`src/rtl/dsd_pkg.sv`:
```
// Shared types of the dual-slot dispatcher.
// Assumes: format codes sit in the top two bits of the fetched word.
package dsd_pkg;

    typedef enum logic [1:0] {
        FMT_PAR  = 2'b00,
        FMT_LR   = 2'b01,
        FMT_RL   = 2'b10,
        FMT_LONG = 2'b11
    } fmt_e;

    typedef enum logic [2:0] {
        ST_LONG  = 3'd0,
        ST_LEFT  = 3'd1,
        ST_RIGHT = 3'd2,
        ST_LPAR  = 3'd3,
        ST_RPAR  = 3'd4,
        ST_CTEST = 3'd5,
        ST_CEXEC = 3'd6
    } slot_type_e;

    typedef enum logic [1:0] {
        KIND_LONG,
        KIND_SEQ,
        KIND_PAR_TEST,
        KIND_PAR_PLAIN
    } pair_kind_e;

    typedef enum logic [1:0] {
        PH_IDLE,
        PH_FIRST,
        PH_SECOND
    } phase_e;

endpackage

```
`src/rtl/dsd_word_split.sv`:
```
// Combinational split of a held word into first and second slot contents.
// Assumes: WORD_W - 2 == 2 * SHORT_W, left field above right field.
module dsd_word_split
    import dsd_pkg::*;
#(
    parameter int WORD_W  = 32,
    parameter int SHORT_W = 15
) (
    input  logic [WORD_W-1:0]   word,
    input  logic                left_test,
    input  logic                right_test,
    output pair_kind_e          kind,
    output logic [WORD_W-3:0]   first_pay,
    output slot_type_e          first_type,
    output logic [WORD_W-3:0]   second_pay,
    output slot_type_e          second_type
);
    localparam int PAY_W = WORD_W - 2;
    localparam int PAD_W = PAY_W - SHORT_W;

    fmt_e              fmt;
    logic [PAY_W-1:0]  left_ext;
    logic [PAY_W-1:0]  right_ext;

    assign fmt       = fmt_e'(word[WORD_W-1:WORD_W-2]);
    assign left_ext  = {{PAD_W{1'b0}}, word[2*SHORT_W-1:SHORT_W]};
    assign right_ext = {{PAD_W{1'b0}}, word[SHORT_W-1:0]};

    // Select slot order, payloads and type tags from the format and flags.
    always_comb begin
        kind        = KIND_LONG;
        first_pay   = word[PAY_W-1:0];
        first_type  = ST_LONG;
        second_pay  = right_ext;
        second_type = ST_RIGHT;
        case (fmt)
            FMT_LONG: begin
                kind       = KIND_LONG;
                first_pay  = word[PAY_W-1:0];
                first_type = ST_LONG;
            end
            FMT_LR: begin
                kind        = KIND_SEQ;
                first_pay   = left_ext;
                first_type  = ST_LEFT;
                second_pay  = right_ext;
                second_type = ST_RIGHT;
            end
            FMT_RL: begin
                kind        = KIND_SEQ;
                first_pay   = right_ext;
                first_type  = ST_RIGHT;
                second_pay  = left_ext;
                second_type = ST_LEFT;
            end
            default: begin
                if (left_test) begin
                    kind        = KIND_PAR_TEST;
                    first_pay   = left_ext;
                    first_type  = ST_CTEST;
                    second_pay  = right_ext;
                    second_type = ST_CEXEC;
                end else if (right_test) begin
                    kind        = KIND_PAR_TEST;
                    first_pay   = right_ext;
                    first_type  = ST_CTEST;
                    second_pay  = left_ext;
                    second_type = ST_CEXEC;
                end else begin
                    kind        = KIND_PAR_PLAIN;
                    first_pay   = left_ext;
                    first_type  = ST_LPAR;
                    second_pay  = right_ext;
                    second_type = ST_RPAR;
                end
            end
        endcase
    end

endmodule

```
`src/rtl/dsd_issue_gate.sv`:
```
// Decides from same-cycle feedback whether the second slot issues,
// and raises the skip pulses. Assumes feedback is valid in the first-slot cycle.
module dsd_issue_gate
    import dsd_pkg::*;
(
    input  logic        clk,
    input  logic        rst_n,
    input  logic        first_active,
    input  pair_kind_e  kind,
    input  logic        fb_branch,
    input  logic        fb_except,
    input  logic        fb_cond,
    output logic        issue_second,
    output logic        skip_cond_false,
    output logic        skip_branch
);
    // Apply the per-kind suppression rule, qualified by the first slot.
    always_comb begin
        issue_second    = 1'b0;
        skip_cond_false = 1'b0;
        skip_branch     = 1'b0;
        if (first_active) begin
            case (kind)
                KIND_SEQ: begin
                    issue_second = !(fb_branch || fb_except);
                    skip_branch  = fb_branch && !fb_except;
                end
                KIND_PAR_TEST: begin
                    issue_second    = fb_cond;
                    skip_cond_false = !fb_cond;
                end
                KIND_PAR_PLAIN: begin
                    issue_second = !fb_except;
                end
                default: issue_second = 1'b0;
            endcase
        end
    end

    AST_SKIP_EXCLUSIVE: assert property (@(posedge clk) disable iff (!rst_n)
        !(skip_cond_false && skip_branch));
    AST_PULSE_NEEDS_FIRST: assert property (@(posedge clk) disable iff (!rst_n)
        (skip_cond_false || skip_branch) |-> first_active && !issue_second);

endmodule

```
`src/rtl/dsd_issue_fsm.sv`:
```
// Three-phase issue sequencer holding the accepted word and its flags.
// Assumes: a word is accepted only in the idle phase.
module dsd_issue_fsm
    import dsd_pkg::*;
#(
    parameter int WORD_W = 32
) (
    input  logic              clk,
    input  logic              rst_n,
    input  logic              word_valid,
    input  logic [WORD_W-1:0] word_data,
    input  logic              left_is_test,
    input  logic              right_is_test,
    input  logic              issue_second,
    output logic              word_ready,
    output phase_e            phase,
    output logic [WORD_W-1:0] word_q,
    output logic              left_test_q,
    output logic              right_test_q
);
    logic accept;

    assign word_ready = (phase == PH_IDLE);
    assign accept     = word_valid && word_ready;

    // Advance the issue phase.
    always_ff @(posedge clk) begin
        if (!rst_n) begin
            phase <= PH_IDLE;
        end else begin
            case (phase)
                PH_IDLE:   phase <= accept ? PH_FIRST : PH_IDLE;
                PH_FIRST:  phase <= issue_second ? PH_SECOND : PH_IDLE;
                default:   phase <= PH_IDLE;
            endcase
        end
    end

    // Capture the word and its predecode flags on acceptance.
    always_ff @(posedge clk) begin
        if (!rst_n) begin
            word_q       <= '0;
            left_test_q  <= 1'b0;
            right_test_q <= 1'b0;
        end else if (accept) begin
            word_q       <= word_data;
            left_test_q  <= left_is_test;
            right_test_q <= right_is_test;
        end
    end

    AST_ACCEPT_TO_FIRST: assert property (@(posedge clk) disable iff (!rst_n)
        accept |=> phase == PH_FIRST);
    AST_SECOND_FOLLOWS_FIRST: assert property (@(posedge clk) disable iff (!rst_n)
        phase == PH_SECOND |-> $past(phase == PH_FIRST && issue_second));

endmodule

```
`src/rtl/dual_slot_dispatch.sv`:
```
// Top of the dual-slot dispatcher: takes a fetched word and issues one long
// slot or two short slots, gating the second slot on execution feedback.
// Assumes: feedback is returned in the same cycle as the first slot.
module dual_slot_dispatch
    import dsd_pkg::*;
#(
    parameter int WORD_W  = 32,
    parameter int SHORT_W = 15
) (
    input  logic              clk,
    input  logic              rst_n,
    input  logic              word_valid,
    input  logic [WORD_W-1:0] word_data,
    input  logic              left_is_test,
    input  logic              right_is_test,
    output logic              word_ready,
    output logic              slot_valid,
    output logic [WORD_W-3:0] slot_payload,
    output logic [2:0]        slot_type,
    input  logic              fb_branch,
    input  logic              fb_except,
    input  logic              fb_cond,
    output logic              skip_cond_false,
    output logic              skip_branch
);
    localparam int PAY_W = WORD_W - 2;

    phase_e            phase;
    logic [WORD_W-1:0] word_q;
    logic              left_test_q;
    logic              right_test_q;
    logic              issue_second;
    pair_kind_e        kind;
    logic [PAY_W-1:0]  first_pay;
    logic [PAY_W-1:0]  second_pay;
    slot_type_e        first_type;
    slot_type_e        second_type;

    dsd_issue_fsm #(.WORD_W(WORD_W)) fsm_i (
        .clk          (clk),
        .rst_n        (rst_n),
        .word_valid   (word_valid),
        .word_data    (word_data),
        .left_is_test (left_is_test),
        .right_is_test(right_is_test),
        .issue_second (issue_second),
        .word_ready   (word_ready),
        .phase        (phase),
        .word_q       (word_q),
        .left_test_q  (left_test_q),
        .right_test_q (right_test_q)
    );

    dsd_word_split #(.WORD_W(WORD_W), .SHORT_W(SHORT_W)) split_i (
        .word       (word_q),
        .left_test  (left_test_q),
        .right_test (right_test_q),
        .kind       (kind),
        .first_pay  (first_pay),
        .first_type (first_type),
        .second_pay (second_pay),
        .second_type(second_type)
    );

    dsd_issue_gate gate_i (
        .clk            (clk),
        .rst_n          (rst_n),
        .first_active   (phase == PH_FIRST),
        .kind           (kind),
        .fb_branch      (fb_branch),
        .fb_except      (fb_except),
        .fb_cond        (fb_cond),
        .issue_second   (issue_second),
        .skip_cond_false(skip_cond_false),
        .skip_branch    (skip_branch)
    );

    // Present the slot of the current phase.
    always_comb begin
        slot_valid   = (phase != PH_IDLE);
        slot_payload = (phase == PH_SECOND) ? second_pay : first_pay;
        slot_type    = (phase == PH_SECOND) ? second_type : first_type;
    end

    AST_LONG_SINGLE: assert property (@(posedge clk) disable iff (!rst_n)
        slot_valid && slot_type == ST_LONG |=> !slot_valid);
    AST_SEQ_SUPPRESS: assert property (@(posedge clk) disable iff (!rst_n)
        phase == PH_FIRST && kind == KIND_SEQ && (fb_branch || fb_except) |=> !slot_valid);
    AST_PAR_EXC_SUPPRESS: assert property (@(posedge clk) disable iff (!rst_n)
        phase == PH_FIRST && kind == KIND_PAR_PLAIN && fb_except |=> !slot_valid);
    AST_CEXEC_NEEDS_TRUE: assert property (@(posedge clk) disable iff (!rst_n)
        slot_valid && slot_type == ST_CEXEC |-> $past(slot_valid && slot_type == ST_CTEST && fb_cond));
    AST_NO_PULSE_IDLE: assert property (@(posedge clk) disable iff (!rst_n)
        !slot_valid |-> !skip_cond_false && !skip_branch);

endmodule

```
`config.mk`:
```
export PLATFORM = sky130hd
export DESIGN_NAME = dual_slot_dispatch
export DESIGN_NICKNAME = d
export VERILOG_FILES = /design/src/rtl/dsd_pkg.sv /design/src/rtl/dsd_word_split.sv /design/src/rtl/dsd_issue_gate.sv /design/src/rtl/dsd_issue_fsm.sv /design/src/rtl/dual_slot_dispatch.sv
export SDC_FILE = /design/constraint.sdc
export NUM_CORES = 1
export LEC_CHECK = 0
export BUFFER_PORTS_ARGS = -buffer_cell sky130_fd_sc_hd__clkbuf_2
export CAP_MARGIN = 0
export CORE_MARGIN = 3
export CORE_UTILIZATION = 45
export CTS_CLUSTER_DIAMETER = 120
export DETAILED_ROUTE_END_ITERATION = 8
export GPL_ROUTABILITY_DRIVEN = 0
export PLACE_DENSITY_LB_ADDON = 0.2
export SYNTH_ARGS = -nofsm -noshare
export SYNTH_HDL_FRONTEND = slang
export SYNTH_HIERARCHICAL = 1
export SYNTH_SLANG_ARGS = --single-unit
```
`constraint.sdc`:
```
create_clock -name clk -period 2.1 [get_ports clk]
set_input_delay 0 -clock clk [delete_from_list [all_inputs] [get_ports clk]]
set_output_delay 0 -clock clk [all_outputs]
set_load 0.01 [all_outputs]
```
==> metrics.txt, run 1 <==
most common cell after layout, fill and taps aside clkbuf_2; Netlist cell types 32; total CTS buffers 5; DIE AREA between 7000 and 8000 um^2; final hold slack between 200 and 250 ps; CTS Root Cell clkbuf_8; 1st-iter DRT viols 98; status finished clean; vias in the first global route 2,137; final number of hold-violating endpoints 0; worst hold path class input port to output port; Power Dens Cells slightly above 500 nW/um^2; # DRC 0; routed len/inst approximately 13 um; Synth Warn # 6; antenna fix cells 0; startpoint class of the critical path flip-flop; clk_lat worst skew ~280 ps; Layout area overhead 25.9%; period utilization 0.935; initial antenna violation count 0; Syn Area/Cell 9.56 um^2; HPWL Detailed roughly 4.5 mm; Worst Max-Slew Pin Slew between 500 and 600 ps; Reg clk slew, reported paths 70 ps; Final ANT Viol Nets 0; most frequent cells in the layout clkbuf_2 (76), nand2_1 (71), dfxtp_1 (35), mux2i_1 (34), dlygate4sd3_1 (34); Initial Utilization 0.468; RSZ-0062 raised after global routing no; crit path max fanout 15; Site Rows 28; IO Pins 77; Die Y around 85 um; Peak VDD IR around 0.47 mV; vias per cell about 4.9; gr ovfl total 0; dpl cell area between 3000 and 4000 um^2; Slew headroom 0.616; Yosys reg bits 36; htree depth 2; worst setup path class flip-flop to output port; die width 84.9 um; max-slew violations 0; post-layout min period a little under 2000 ps; Leak 1.70 nW; clock skew 4.30 ps; CP arrival 1960 ps; sequential area share after synthesis 0.257; MaxCap Viol Count 0; largest net degree at the start of global routing 36; Fmax achieved 509 MHz; Critical Path Sink Type output port; CTS tree yes; first-pass GRT wire length ~10 mm; proportion of layout cells with a drive suffix above 1 0.354; CP Data Required Time about 2100 ps; All-Layer GR Usage 0.175; synthesized area roughly 2800 um^2; Post-Layout Inst Area 3530 um^2; Max Buffers Root-to-Sink 2; Final setup violation count 0; CTS sink count 36; WL final ~6.3 mm; Port-buffer cells 76; Pre-Repair DR Iteration Count 5; synthesized instance count just under 300; via count roughly 2.3k; final net count 440; Setup TNS 0 ps; CORE AREA around 6000 um^2
-- metrics by stage --
step	instances	setup slack (ps)	power, mW	util
final	471	137	1.78	0.589
after global routing	471	44.6	1.88	0.589
after global placement	427	113	1.22	0.510
after detailed placement	427	19.7	1.23	0.510
after CTS	469	4.00	1.79	0.586
after floorplan	307	346	1.14	-
-- critical path, stage by stage (launching register included) --
cell	delay [ps]
dfxtp_1	310
buf_4	140
ha_1	190
nor2_1	190
o21ai_4	170
a22o_1	270
mux2_4	270
clkbuf_2	130
-- final timing paths --
path	slack [ps]	cells after the start	endpoint	start
max	140	7	slot_payload[0]	fsm_i/word_q[31]
min reg2reg	480	2	fsm_i/word_q[1]	fsm_i/word_q[1]
max reg2reg	310	8	fsm_i/phase[1]	fsm_i/word_q[30]
min	240	3	skip_branch	fb_except
-- cell type report --
type | count | area (um^2)
Tap cell | 75 | 93.8
Multi-Input combinational cell | 230 | 1810
Timing Repair Buffer | 119 | 801
Sequential cell | 36 | 722
Inverter | 3 | 11.3
Clock inverter | 1 | 7.51
Clock buffer | 7 | 86.3
Fill cell | 570 | 2460
-- report_power, final --
group          internal [mW]  switching (mW)
sequential             0.729          0.0482
combinational          0.267           0.232
clock                  0.266           0.236
total                   1.26           0.516
-- repair_timing --
item | CTS | global route
hold buffers | 34 | 0
gates resized for setup | 4 | 2
setup buffers | 0 | 2
hold endpoints to repair | 34 | 0
setup endpoints to repair | 16 | 15
pin swaps | 0 | 1
-- metal layers --
metal / part of all wire / global-route usage
met3: 0.044 / 0.0350
met2: 0.46 / 0.283
met5: 0 / 0
met4: 0.0027 / 0.0388
met1: 0.50 / 0.242
-- synth_stat cells --
library cell	instances	area (um^2)
o22ai_1	1	6.26
or2_2	2	12.5
ha_1	5	62.6
a22o_1	30	263
o21ai_0	1	5.00
buf_2	4	20.0
mux2_4	32	480
and2_1	17	106
nor4bb_1	1	10.0
nor2_1	4	15.0
o21ai_2	1	8.76
buf_12	6	120
nand3_1	1	5.00
dfxtp_1	36	721
inv_1	3	11.3
nand2_1	71	267
conb_1	1	3.75
nor3b_2	1	12.5
nand2b_1	3	18.8
clkbuf_1	6	22.5
nand3b_2	1	11.3
mux2i_1	34	340
buf_4	17	128
or3_1	1	6.26
and4b_2	1	11.3
buf_6	5	56.3
and2b_2	1	8.76
mux2_2	3	33.8
nor2b_4	1	13.8
nor2b_1	1	6.26
nand2_2	1	6.26
nor2b_2	1	8.76
-- registers in the layout, indices dropped and copies added (netlist names) --
register / flops
fsm_i/left_test_q: 1
fsm_i/phase: 2
fsm_i/right_test_q: 1
fsm_i/word_q: 32
-- logic make-up after synthesis --
kind of cell    Yosys count  synth area share
compound gates           33             0.101
fa+ha+maj                 5            0.0223
buf+inv                  41             0.128
flops                    36             0.257
mux                      69             0.305
other cells               1           0.00134
simple gates            108             0.185
Note: power is estimated with default switching activity, not from simulation.
==> run 2: changes to the inputs <==
- SYNTH_HIERARCHICAL: 1 -> default
==> run 2 against run 1 <==
Net effect: the run now ends with hold timing left; worst hold slack worse by 250 ps; count of clock-buffer cells in the layout unchanged; via count up 9.0%; critical path depth stayed put; critical endpoint is now slot_payload[18]; cell area shrank 7.1%.
==> metrics.txt, run 2 <==
1st-iter DRT viols 275 (was 98); CP Data Required Time 2100 ps (about the same); synthesized area 2310 um^2 (was 2800 um^2); Worst R2R Setup Slack 670 ps (was 310 ps); Layout area overhead 41.8% (was 25.9%); proportion of layout cells with a drive suffix above 1 0.316 (was 0.354); Port-buffer cells 76 (unchanged); Final ANT Viol Nets 0 (unchanged); final net count 436 (was 440); crit path max fanout 21 (was 15); All-Layer GR Usage 0.222 (was 0.175); die width 77.7 um (was 84.9 um); # DRC 0 (unchanged); Yosys top cell area share 0.312 (was 0.257); gr ovfl total 0 (unchanged); synthesized net count 327; max-slew violations 0 (unchanged); synthesized instance count 280 (was 293); post-synth top area cell dfxtp_1 (unchanged); clk_lat worst skew 290 ps (was 280 ps); most frequent cells in the layout clkbuf_2 (76), nand2_1 (69), dfxtp_1 (35), a21boi_0 (34), dlygate4sd3_1 (34) (was clkbuf_2 (76), nand2_1 (71), dfxtp_1 (35), mux2i_1 (34), dlygate4sd3_1 (34)); Main synth FF type dfxtp_1 (unchanged); clock skew 5.22 ps (was 4.30 ps); largest net degree at the start of global routing 37 (was 36); most common cell after layout, fill and taps aside clkbuf_2 (unchanged); status complete, but fails checks (was finished clean); CTS Root Cell clkbuf_8 (unchanged); Die Y 77.7 um (was 84.9 um); worst hold path class input port to flip-flop (was input port to output port); async set-reset flop share out of synthesis 0 (unchanged); worst r2r src fsm_i.phase[1] (was fsm_i/word_q[30]); routed len/inst 14.4 um (was 13.4 um); via count 2,497 (was 2,291); worst setup path class flip-flop to output port (unchanged); period utilization 0.933 (was 0.935); final number of hold-violating endpoints 1 (was 0); Site Rows 25 (was 28); hold_sp word_data[0] (was fb_except); Yosys reg bits 36 (unchanged); Critical Path Sink Type output port (unchanged); startpoint class of the critical path flip-flop (unchanged); Worst Max-Slew Pin Slew 621 ps (was 575 ps); initial antenna violation count 0 (unchanged); HPWL Detailed 4.11 mm (was 4.50 mm); DIE AREA 6040 um^2 (was 7210 um^2); Core Util, Final 0.676 (was 0.589); Top reg by flops fsm_i.word_q (was fsm_i/word_q); vias in the first global route 2,280 (was 2,137); Netlist cell types 27 (was 32); Synth Warn # 0 (was 6); placed cells 412 (was 427); vias per cell 5.48 (was 4.86); Max Buffers Root-to-Sink 2 (unchanged); R2R Path End fsm_i.word_q[0] (was fsm_i/phase[1]); FF-to-FF path depth 5 (was 8); CTS tree yes (unchanged); top flop regs fsm_i.word_q x32, fsm_i.phase x2 (was fsm_i/word_q x32, fsm_i/phase x2); MaxCap Viol Count 0 (unchanged); CORE AREA 4850 um^2 (was 5990 um^2); fillcell total 415 (was 570); Peak VDD IR 0.352 mV (was 0.465 mV); final hold slack -8.86 ps (was 245 ps); htree depth 2 (unchanged); CTS sink count 36 (unchanged); Syn Area/Cell 8.26 um^2 (was 9.56 um^2); IO Pins 77 (unchanged); Slew headroom 0.586 (was 0.616); CP arrival 1960 ps (about the same); WL final 6.57 mm (was 6.32 mm); Initial Utilization 0.477 (was 0.468); most common cell in the netlist nand2_1 (unchanged); Final setup violation count 0 (unchanged); Power Dens Cells 543 nW/um^2 (was 504 nW/um^2); Leak 1.49 nW (was 1.70 nW); number of flip-flops under the largest register name 32 (unchanged); synth top area cells dfxtp_1 (31%), nand2_1 (11%), a21boi_0 (11%) (was dfxtp_1 (26%), mux2_4 (17%), mux2i_1 (12%)); Reg clk slew, reported paths 70 ps (about the same); sequential area share after synthesis 0.312 (was 0.257); Non-Filler Instances 456 (was 471); Fmax achieved 510 MHz (was 509 MHz); violated checks hold timing; cell count of the worst hold path 3 (unchanged); Post-synth top cells nand2_1 (69), dfxtp_1 (36), a21boi_0 (34) (was nand2_1 (71), dfxtp_1 (36), mux2i_1 (34)); first-pass GRT wire length 11.0 mm (was 10.3 mm); post-layout min period 1960 ps (about the same); EDFF count, synth 0 (unchanged); antenna fix cells 0 (unchanged); Pre-Repair DR Iteration Count 5 (unchanged); WHS Endpoint fsm_i.word_q[0] (was skip_branch); total CTS buffers 5 (unchanged)
==> run 2: cell type report <==
cell class                      count  area, um^2  area share
Timing Repair Buffer              125         866       0.264
Clock buffer                        7        96.3      0.0294
Sequential cell                    36         722       0.220
Inverter                            5        18.8     0.00572
Tap cell                           67        83.8      0.0256
Multi-Input combinational cell    216        1490       0.455
==> run 2: where the power goes <==
group	leakage, nW	switching, mW	internal, mW
registers	0.296	0.0491	0.726
logic	1.14	0.235	0.238
clock network	0.0503	0.241	0.292
==> run 2: timing repair <==
action                                  4_1_cts  5_1_grt
resized for setup                             5        9
setup buffers                                 0        3
endpoints found under the hold margin        34        0
endpoints found under the setup margin       15       25
pin swaps                                     0        3
hold buffers                                 34        0
==> run 2: kinds of logic after synthesis <==
| family | Yosys count | synth area share |
|---|---|---|
| flip-flops | 36 | 0.312 |
| AND/OR/NAND/NOR | 104 | 0.202 |
| adder cells (fa/ha/maj) | 7 | 0.0379 |
| buffers and inverters | 28 | 0.0622 |
| multiplexers | 17 | 0.100 |
| AO/OA/AOI/OAI | 88 | 0.287 |
==> run 2: metal layers <==
layer	GRT usage	vias to the layer above	share of wire	routed length, um
li1	-	1234	-	-
met1	0.283	1155	0.43	2850
met2	0.378	103	0.48	3140
met3	0.0522	5	0.080	524
met4	0.0516	0	0.0088	58
met5	0	-	0	0
==> run 2: metrics by stage <==
stage	power (mW)	hold slack [ps]	instance area [um^2]	TNS [ps]	setup WS [ps]
floorplan	1.04	51.0	2310	0	445
global placement	1.17	237	2760	0	1.07
detailed placement	1.18	245	2760	-34.1	-14.1
CTS	1.77	10.9	3210	0	20.7
global route	1.88	10.6	3280	-4.33	-4.33
finish	1.78	-8.86	3280	0	140
==> run 2: critical path, stage by stage, from the launching register on <==
cell and delay [ps]:
dfxtp_1 400, inv_2 80, ha_4 180, buf_8 160
and3b_1 390, buf_12 160, and2_1 150, clkbuf_2 140
==> run 2: how the worst max path moves through the flow <==
stage	slack, ps	end	startpoint
3_5_place_dp	-10	slot_payload[8]	fsm_i.word_q[30]
4_1_cts	20	slot_payload[8]	fsm_i.word_q[30]
2_1_floorplan	450	slot_payload[11]	fsm_i.word_q[30]
6_report	140	slot_payload[18]	fsm_i.word_q[31]
5_1_grt	-4	slot_payload[8]	fsm_i.word_q[30]
3_3_place_gp	1	slot_payload[0]	fsm_i.word_q[30]
==> run 3: changes to the inputs <==
- ABC_AREA: default -> 1
- GPL_ROUTABILITY_DRIVEN: 0 -> default
==> run 3 against run 2 <==
Net effect: the run still ends with hold timing left; die area is 26% higher; critical path depth is 3 higher; worst setup slack worse by 28 ps; sequential cell count stayed put; final cell count is 48% higher; clock power is 30% higher; synthesized area is 28% higher; synthesized cell count is 86% higher; power is 28% higher; global-route usage is 4.6 points higher; core utilization is 8.6 points lower; routed wire length is 51% higher; largest cell class unchanged; largest power group is now combinational logic; highest routed layer unchanged.
==> metrics.txt, run 3 <==
status complete, but fails checks (unchanged); violated checks hold timing (unchanged); R2R Path End fsm_i.phase[1] (was fsm_i.word_q[0]); Top reg by flops fsm_i.word_q (unchanged); number of flip-flops under the largest register name 32 (unchanged); busiest metal layer after global routing met2 (unchanged); period utilization 0.947 (was 0.933); Syn Area/Cell 5.69 um^2 (was 8.26 um^2); CTS Root Cell clkbuf_8 (unchanged); vias in the first global route 3,412 (was 2,280); WHS Endpoint fsm_i.word_q[15] (was fsm_i.word_q[0]); RSZ-0062 raised after global routing yes; Post-synth top cells nand2_1 (198), nand3_1 (78), o21ai_0 (50) (was nand2_1 (69), dfxtp_1 (36), a21boi_0 (34)); CTS sink count 36 (unchanged); post-synth top area cell nand2_1 (was dfxtp_1); switching share of total power 0.367 (was 0.295); CP peak stage delay 360 ps (was 400 ps); clock share of power 0.303 (was 0.299); CP delay by family, top buffers and inverters (unchanged); CP Data Required Time 2100 ps (about the same); most frequent cells in the layout nand2_1 (198), nand3_1 (78), clkbuf_2 (76), o21ai_0 (50) (was clkbuf_2 (76), nand2_1 (69), dfxtp_1 (35), a21boi_0 (34), dlygate4sd3_1 (34)); Power Dens Cells 628 nW/um^2 (was 543 nW/um^2); hold_sp word_data[15] (was word_data[0]); Yosys reg bits 36 (unchanged); Peak VDD IR 0.377 mV (was 0.352 mV); Most common cell on crit path nand2_1; initial antenna violation count 0 (unchanged); most common cell after layout, fill and taps aside nand2_1 (was clkbuf_2); met3 usage 0.0322 (was 0.0522); Reg clk slew, reported paths 70 ps (about the same); first-pass GRT wire length 16.2 mm (was 11.0 mm); synthesized instance count 521 (was 280); Main synth FF type dfxtp_1 (unchanged); via count 3,700 (was 2,497); crit path max fanout 16 (was 21); CP arrival 1990 ps (was 1960 ps); Seq pwr share 0.344 (was 0.435); placed cells 650 (was 412); # DRC 0 (unchanged); async set-reset flop share out of synthesis 0 (unchanged); Critical Path Sink Type output port (unchanged); Max Buffers Root-to-Sink 2 (unchanged); CORE AREA 6170 um^2 (was 4850 um^2); Fmax achieved 503 MHz (was 510 MHz); IO Pins 77 (unchanged); Yosys top cell area share 0.251 (was 0.312); sequential area share after synthesis 0.243 (was 0.312); Layout area overhead 22.6% (was 41.8%); vias per cell 5.48 (about the same); Leak 1.88 nW (was 1.49 nW); clk_lat worst skew 300 ps (was 290 ps); die width 87.2 um (was 77.7 um); Combinational Power Share 0.352 (was 0.266); FF-to-FF path depth 8 (was 5); HPWL Detailed 6.50 mm (was 4.11 mm); Non-Filler Instances 675 (was 456); routed len/inst 14.7 um (was 14.4 um); CP Buf/Inv Count 3 (was 4); All-Layer GR Usage 0.269 (was 0.222); largest net degree at the start of global routing 40 (was 37); post-place setup slack 449 ps (was -14.1 ps); synthesized net count 568 (was 327); fillcell total 618 (was 415); final hold slack -4.26 ps (was -8.86 ps); proportion of layout cells with a drive suffix above 1 0.195 (was 0.316); CTS tree yes (unchanged); M2 GR Usage 0.433 (was 0.378); final net count 646 (was 436); worst r2r src fsm_i.word_q[31] (was fsm_i.phase[1]); Slew headroom 0.600 (was 0.586); total CTS buffers 5 (unchanged); MaxCap Viol Count 0 (unchanged); global placement routability congestion ~0.93; Final setup violation count 0 (unchanged); EDFF count, synth 0 (unchanged); cell count of the worst hold path 3 (unchanged); clock skew 10.7 ps (was 5.22 ps); WL final 9.90 mm (was 6.57 mm); worst setup path class flip-flop to output port (unchanged); post-route setup slack 112 ps (was 140 ps); 1st-iter DRT viols 497 (was 275); Site Rows 28 (was 25); antenna fix cells 0 (unchanged); Initial Utilization 0.481 (was 0.477); met1 GRT Util 0.371 (was 0.283); final number of hold-violating endpoints 1 (unchanged); Final ANT Viol Nets 0 (unchanged); Switch Pwr 0.839 mW (was 0.526 mW); post-layout min period 1990 ps (was 1960 ps); top flop regs fsm_i.word_q x32, fsm_i.phase x2 (unchanged); Port-buffer cells 76 (unchanged); most common cell in the netlist nand2_1 (unchanged); max-slew violations 0 (unchanged); Internal Pwr Total 1.45 mW (was 1.26 mW); Crit-path slowest cell dfxtp_1 (unchanged); Pre-Repair DR Iteration Count 5 (unchanged); Netlist cell types 23 (was 27); startpoint class of the critical path flip-flop (unchanged); Worst R2R Setup Slack 610 ps (was 670 ps); worst hold path class input port to flip-flop (unchanged); cell-by-cell trace of the critical path buf_4 > ha_1 > buf_4 > nand2_1 > nand3_1 > nand2_1 > nand2_1 > nand2_1 > nand2_1 > clkbuf_2 (was inv_2 > ha_4 > buf_8 > and3b_1 > buf_12 > and2_1 > clkbuf_2); DIE AREA 7600 um^2 (was 6040 um^2); synth top area cells nand2_1 (25%), dfxtp_1 (24%), nand3_1 (13%) (was dfxtp_1 (31%), nand2_1 (11%), a21boi_0 (11%)); synthesized area 2970 um^2 (was 2310 um^2); Synth Warn # 0 (unchanged); Worst Max-Slew Pin Slew 600 ps (was 621 ps); Die Y 87.2 um (was 77.7 um); gr ovfl total 0 (unchanged); htree depth 2 (unchanged)
[run 3: cell count changes in the layout (fill, tap and decap cells not counted), sizes merged, moves of 15 or more]
cell / previous run / this run
a222oi: 15 / 0
nand2: 69 / 201
o21ai: 4 / 50
a221oi: 15 / 0
nand3: 0 / 78
dlygate4sd3: 34 / 16
inv: 5 / 39
a21oi: 19 / 36
mux2: 16 / 0
a21boi: 34 / 0
and2: 16 / 0
[run 3: repair_timing]
item,in CTS,in global routing
endpoints found under the hold margin,16,0
setup endpoints to repair,0,16
hold buffers,16,0
gates resized for setup,0,7
setup buffers,0,1
[run 3: power groups by stage]
| stage | Clock (mW) | Combinational, mW | Sequential (mW) |
|---|---|---|---|
| after CTS | 0.691 | 0.784 | 0.786 |
| after global placement | 0 | 0.741 | 0.799 |
| after global routing | 0.718 | 0.901 | 0.794 |
| final | 0.694 | 0.805 | 0.787 |
| after detailed placement | 0 | 0.755 | 0.802 |
| after floorplan | 0 | 0.535 | 0.791 |
[run 3: stage by stage]
| stage | instance area (um^2) | hold slack (ps) | utilization | total power [mW] | TNS [ps] |
|---|---|---|---|---|---|
| 2_1_floorplan | 2970 | 52.9 | - | 1.33 | 0 |
| 3_3_place_gp | 3330 | 253 | 0.539 | 1.54 | 0 |
| 3_5_place_dp | 3330 | 252 | 0.539 | 1.56 | 0 |
| 4_1_cts | 3610 | 5.07 | 0.586 | 2.26 | 0 |
| 5_1_grt | 3640 | 14.0 | 0.590 | 2.41 | -103 |
| 6_report | 3640 | -4.26 | 0.590 | 2.29 | 0 |
[run 3: final cells by class]
type,count,area [um^2],area share
clock buffers,7,96.3,0.0265
clock inverters,1,30.0,0.00826
inverters,42,166,0.0458
multi-input cells,404,1850,0.509
flip-flops and latches,36,721,0.198
well taps,75,93.8,0.0258
repair buffers,110,679,0.187
[run 3: metal layers]
metal / wire [um] / vias up
met2: 4530 / 221
li1: - / 1831
met5: 0 / -
met1: 4140 / 1625
met3: 1070 / 23
met4: 159 / 0
[run 3: cell families (layout without fill, tap and decap cells)]
logic type / after synthesis / count (layout) / share of synthesized area
compound gates: 87 / 87 / 0.148
fa+ha+maj: 7 / 7 / 0.0295
buf+inv: 81 / 160 / 0.135
flops: 36 / 36 / 0.243
simple gates: 310 / 310 / 0.445
[run 3: how the worst max path moves through the flow]
stage	slack, ps	startpoint	cells past startpoint	end
after CTS	90	fsm_i.word_q[31]	11	slot_payload[14]
after detailed placement	450	fsm_i.word_q[31]	8	slot_type[1]
after global placement	450	fsm_i.word_q[31]	8	slot_type[1]
after global routing	-40	fsm_i.word_q[30]	10	slot_payload[13]
final	110	fsm_i.word_q[30]	10	slot_payload[13]
after floorplan	620	fsm_i.word_q[30]	10	slot_payload[4]
[run 3: tightest hold or removal path: cells and delay by family]
kind | cells | cell delay [ps]
AOI/OAI and AO/OA | 2 | 170
buffers and inverters | 1 | 70
